<file path="src/rtl/irq_route_pkg.sv">
package irq_route_pkg;
  parameter int NUM_REGS      = 8;
  parameter int LINES_PER_REG = 4;
  parameter int DATA_W        = 32;
  parameter int ADDR_W        = 16;
  parameter int STRIDE_LOG2   = 3;
  parameter int WIN_BASE      = 'hC00;
  parameter int ID_BASE       = 'h1F << 6;

  localparam int NUM_LINES  = NUM_REGS * LINES_PER_REG;
  localparam int IDX_W      = $clog2(NUM_REGS);
  localparam int LINE_IDX_W = $clog2(NUM_LINES);
  localparam int BE_W       = DATA_W / 8;
  localparam int WIN_LOW_W  = IDX_W + STRIDE_LOG2;
  localparam int FIELD_W    = DATA_W - 1;

  typedef struct packed {
    logic             wr;
    logic             rd;
    logic             hit;
    logic [IDX_W-1:0] idx;
    logic             enVal;
  } accStrobe_t;

  function automatic logic [FIELD_W-1:0] idField(input logic [IDX_W-1:0] i);
    return FIELD_W'(ID_BASE) | (FIELD_W'(i) << 2);
  endfunction
endpackage

</file>
<file path="src/rtl/irq_route_ctrl.sv">
module irq_route_ctrl
  import irq_route_pkg::*;
(
  input  logic              clk,
  input  logic              rst_n,
  input  logic [ADDR_W-1:0] regAddr,
  input  logic              regWrEn,
  input  logic              regRdEn,
  input  logic [BE_W-1:0]   regByteEn,
  input  logic              wrTopBit,
  output accStrobe_t        strb
);
  localparam logic [ADDR_W-WIN_LOW_W-1:0] WIN_TAG = (ADDR_W-WIN_LOW_W)'(WIN_BASE >> WIN_LOW_W);

  logic inWindow;
  logic fullWord;

  always_comb begin
    inWindow   = (regAddr[ADDR_W-1:WIN_LOW_W] == WIN_TAG);
    fullWord   = &regByteEn;
    strb.hit   = inWindow;
    strb.idx   = regAddr[WIN_LOW_W-1:STRIDE_LOG2];
    strb.enVal = wrTopBit;
    strb.wr    = regWrEn && fullWord && inWindow;
    strb.rd    = regRdEn;
  end

  // a partial write never reaches the register file
  a_r6_partial_write_dropped: assert property (@(posedge clk) disable iff (!rst_n)
    (regWrEn && !(&regByteEn)) |-> !strb.wr);

  // a write outside the window never reaches the register file
  a_r7_window_write: assert property (@(posedge clk) disable iff (!rst_n)
    (regWrEn && (regAddr < ADDR_W'(WIN_BASE))) |-> !strb.wr);
endmodule

</file>
<file path="src/rtl/irq_route_dp.sv">
module irq_route_dp
  import irq_route_pkg::*;
(
  input  logic                  clk,
  input  logic                  rst_n,
  input  accStrobe_t            strb,
  output logic [DATA_W-1:0]     rdData,
  input  logic [NUM_LINES-1:0]  irqIn,
  output logic [NUM_LINES-1:0]  irqOut,
  input  logic [7:0]            slotDevFn,
  input  logic [1:0]            slotPin,
  output logic [LINE_IDX_W-1:0] slotIndex
);
  logic [NUM_REGS-1:0] enQ;

  always_ff @(posedge clk or negedge rst_n) begin
    if (!rst_n) begin
      enQ <= '0;
    end else if (strb.wr) begin
      enQ[strb.idx] <= strb.enVal;
    end
  end

  always_ff @(posedge clk or negedge rst_n) begin
    if (!rst_n) begin
      rdData <= '0;
    end else if (strb.rd) begin
      rdData <= strb.hit ? {enQ[strb.idx], idField(strb.idx)} : '0;
    end
  end

  for (genvar n = 0; n < NUM_LINES; n++) begin : g_gate
    assign irqOut[n] = irqIn[n] & enQ[n / LINES_PER_REG];
  end

  assign slotIndex = LINE_IDX_W'({slotDevFn[4:3], slotPin});

  // an accepted write lands in the addressed enable bit
  a_r2_write_lands: assert property (@(posedge clk) disable iff (!rst_n)
    strb.wr |=> (enQ[$past(strb.idx)] == $past(strb.enVal)));

  // with no accepted write the enables hold
  a_r6_enables_hold: assert property (@(posedge clk) disable iff (!rst_n)
    !strb.wr |=> $stable(enQ));

  // a read outside the window returns zero
  a_r7_miss_reads_zero: assert property (@(posedge clk) disable iff (!rst_n)
    (strb.rd && !strb.hit) |=> (rdData == '0));

  // the identification field reads back its fixed pattern
  a_r1_field_fixed: assert property (@(posedge clk) disable iff (!rst_n)
    (strb.rd && strb.hit) |=> (rdData[FIELD_W-1:0] == idField($past(strb.idx))));

  // read data holds between reads
  a_r8_read_holds: assert property (@(posedge clk) disable iff (!rst_n)
    !strb.rd |=> $stable(rdData));
endmodule

</file>
<file path="src/rtl/irq_route_top.sv">
module irq_route_top
  import irq_route_pkg::*;
(
  input  logic                  clk,
  input  logic                  rst_n,
  input  logic [ADDR_W-1:0]     regAddr,
  input  logic                  regWrEn,
  input  logic                  regRdEn,
  input  logic [BE_W-1:0]       regByteEn,
  input  logic [DATA_W-1:0]     regWrData,
  output logic [DATA_W-1:0]     regRdData,
  input  logic [NUM_LINES-1:0]  irqIn,
  output logic [NUM_LINES-1:0]  irqOut,
  input  logic [7:0]            slotDevFn,
  input  logic [1:0]            slotPin,
  output logic [LINE_IDX_W-1:0] slotIndex
);
  accStrobe_t strb;

  irq_route_ctrl u_ctrl (
    .clk       (clk),
    .rst_n     (rst_n),
    .regAddr   (regAddr),
    .regWrEn   (regWrEn),
    .regRdEn   (regRdEn),
    .regByteEn (regByteEn),
    .wrTopBit  (regWrData[DATA_W-1]),
    .strb      (strb)
  );

  irq_route_dp u_dp (
    .clk       (clk),
    .rst_n     (rst_n),
    .strb      (strb),
    .rdData    (regRdData),
    .irqIn     (irqIn),
    .irqOut    (irqOut),
    .slotDevFn (slotDevFn),
    .slotPin   (slotPin),
    .slotIndex (slotIndex)
  );
endmodule

</file>
<file path="config.mk">
export PLATFORM = sky130hd
export DESIGN_NAME = irq_route_top
export DESIGN_NICKNAME = d
export VERILOG_FILES = /design/src/rtl/irq_route_pkg.sv /design/src/rtl/irq_route_ctrl.sv /design/src/rtl/irq_route_dp.sv /design/src/rtl/irq_route_top.sv
export SDC_FILE = /design/constraint.sdc
export NUM_CORES = 1
export LEC_CHECK = 0
export BUFFER_PORTS_ARGS = -buffer_cell sky130_fd_sc_hd__buf_2
export CORE_AREA = 2 2 65 67
export DETAILED_ROUTE_END_ITERATION = 8
export DIE_AREA = 0 0 67 69
export MAX_ROUTING_LAYER = met4
export PLACE_DENSITY_LB_ADDON = 0.1
export SYNTH_ARGS = -nofsm -noshare
export SYNTH_HDL_FRONTEND = slang
export SYNTH_SLANG_ARGS = --single-unit
</file>
<file path="constraint.sdc">
create_clock -name clk -period 1.9 [get_ports clk]
set_input_delay 0.285 -clock clk [delete_from_list [all_inputs] [get_ports clk]]
set_output_delay 0.285 -clock clk [all_outputs]
set_load 0.05 [all_outputs]
</file>
==> impl_results.md <==
- Synth Instances: 116
- Total wire length: 2800 microns
- CTS Hold Buffers Added: 1
- Ys async rst share: 100%
- Initial antenna violation count: 0
- Crit Path Max Fanout: 6
- Clock tree buffer depth: 2
- Number of global-route vias before repair: 1005
- Startpoint types: register
- Slowest stage cell on the critical path: mux4_1
- Vias/cell: 4.07
- DRC viols: 0
- Comb power frac: 26.0%
- DIE HEIGHT: 69 microns
- Max-Cap Viols: 0
- Post-synthesis instance area: 1130 sq um
- Total die area: 4620 sq um
- Largest stage delay, worst path: 0.52 ns
- Static Leak: 0.966 nW
- CTS tree: yes
- Worst-skew pair later-pin latency: 0.24 ns
- Fill count: 425
- R2R setup slack: 0.39 ns
- Nets: 303
- #FFs+latches synth: 13
- Final setup viols: 0
- Row cnt: 23
- Most common flop cell mapped by yosys: dfrtp_1
- Clock transition at path regs: 0.06 ns
- Seq pwr share: 39.4%
- Synth area leaders: dfrtp_1, buf_4, and2_1, mux2_2, mux4_1
- Pwr/cell area: 456 nW/um^2
- Clock power share: 34.7%
- Ports: 167
- Status: finished clean
- FF-to-FF End: u_dp.rdData[31]$_DFFE_PN0P_
- Internal: 471 uW
- Clock skew: 0.00490 ns
- Seq/Total Area, Yosys: 28.9%
- Sw Pwr: 234 uW
- Final Power: 705 uW
- Worst r2r path cells: 3
- Total global routing track utilization: 12.4%
- Area growth syn-to-layout: 37.2%
- Part of the cycle the worst path needs: 79.5%
- DR iter-0 viols: 14
- Setup CP Type: register to register
- Gr ovfl total: 0
- Cells on Worst Hold Path: 2
- CP Cell Sequence: mux4_1 -> mux2_4 -> a22o_1
- H-Tree Depth: 1
- Post-DP HPWL: 2410 microns
- DR vias: 1033
- Die Span X: 67 microns
- Initial Util: 28.8%
- CP delay by family, top: multiplexers
- RR Startpoint: u_dp.enQ[1]$_DFFE_PN0P_
- Synthesis Warnings: 0
- Core box area: 3910 sq um
- Hold path endpoint: u_dp.rdData[4]$_DFFE_PN0P_
- Final antenna-violating net count: 0
- Arr. time, crit path: 1.64 ns
- Post-synth top area share: 28.9%
- Synth area leader: dfrtp_1
- Syn Area/Cell: 9.71 sq um
- CTS Root Cell: clkbuf_8
- Fin. Hold Viols: 0
- First-pass GRT wire length: 4460 microns
- 1st-pass router iterations: 4
- RSZ-0062 raised after global routing: no
- Clock Sinks: 13
- Pin count of the biggest net entering global routing: 14
- Most common library cells after synthesis: and2_1, buf_4, dfrtp_1
- GPL Wtd Cong: 0.712
- Hold crit path type: input port to register
- Peak supply drop: 201 uV
- Setup Fix Bufs, Post-CTS: 0
- Setup TNS: 0 ns
- F_max: 0.662 GHz
- Hold Crit Start: regAddr[5]
- Yosys cell types: 27
- Max Slew Vio Count: 0
- Worst path buffer plus inverter count: 0
- Number of synthesized flops with an enable pin: 0
- WP data required: 2.03 ns
- Share of layout cells above drive strength 1: 53.9%
- Wirelength per Cell: 11.0 microns
- Diodes inserted: 0
- Switching share of power: 33.2%
- Total CTS buffers: 3
- Final min period: 1.51 ns
- CP Capture Type: register
- PortBufs: 94
- Post-CTS sizing: 0
-- cells by family (layout without fill, tap and decap cells) --
family	count (synthesis)	in the layout	synth area share [%]
AND/OR/NAND/NOR	51	51	30.2
multiplexers	11	11	13.7
other	1	24	0.333
buffers and inverters	35	100	23.0
AO/OA/AOI/OAI	5	5	3.89
flip-flops	13	13	28.9
-- sequential cells by signal, summed over array words and instances (netlist names) --
| name | count |
|---|---|
| u_dp.enQ | 8 |
| u_dp.rdData | 5 |
-- placed cells by master, fill, tap and decap left out, drive strengths merged --
master and n:
nand3b 2, mux4 2, nor3b 2, conb 24
and3 2, nor3 1, and4 3, and2 32
inv 1, buf 94, and4b 1, dfrtp 13
nand3 1, nor4 2, clkbuf 4, nand2 2
a22o 4, nor2 2, dlygate4sd3 1, mux2 9
nand4 1, a21o 1
-- per-stage QoR --
step	util (%)	setup WS (ns)	instances	instance area (sq um)	hold slack (ns)
5_1_grt	39.5	0.243	254	1550	0.342
6_report	39.5	0.389	254	1550	0.329
3_3_place_gp	38.1	0.158	249	1490	0.189
3_5_place_dp	38.1	0.125	249	1490	0.192
2_1_floorplan	-	0.431	139	1210	-0.0106
4_1_cts	39.5	0.379	254	1550	0.323
-- routing by layer --
layer / vias to the layer above / track usage [%] / part of all wire [%]
met1: 476 / 11.8 / 34
met5: - / - / 0
met4: 0 / 3.40 / 0.68
met3: 2 / 3.92 / 7.2
met2: 44 / 23.1 / 58
li1: 511 / - / -
-- area by class of cell --
class                   instances  area, sq um  area share (%)
repair buffers                 95          480            31.1
flip-flops and latches         13          325            21.1
multi-input cells              91          628            40.6
well taps                      50         62.6            4.05
inverters                       1         3.75           0.243
clock buffers                   4         45.0            2.91
-- power groups by stage --
stage | combinational [mW] | clock (mW) | sequential, mW
6_report | 0.183 | 0.244 | 0.277
3_3_place_gp | 0.179 | 0 | 0.282
2_1_floorplan | 0.181 | 0 | 0.282
5_1_grt | 0.195 | 0.269 | 0.277
4_1_cts | 0.183 | 0.257 | 0.277
3_5_place_dp | 0.181 | 0 | 0.282
-- worst max-delay path by stage --
stage	startpoint	end	cells after the start
CTS	u_dp.enQ[1]$_DFFE_PN0P_	u_dp.rdData[31]$_DFFE_PN0P_	3
global route	regAddr[13]	u_dp.enQ[2]$_DFFE_PN0P_	5
global placement	regAddr[13]	u_dp.enQ[2]$_DFFE_PN0P_	5
finish	u_dp.enQ[1]$_DFFE_PN0P_	u_dp.rdData[31]$_DFFE_PN0P_	3
detailed placement	regAddr[13]	u_dp.enQ[2]$_DFFE_PN0P_	5
floorplan	regAddr[13]	u_dp.enQ[2]$_DFFE_PN0P_	4
Power figures use the tool's default switching activity.
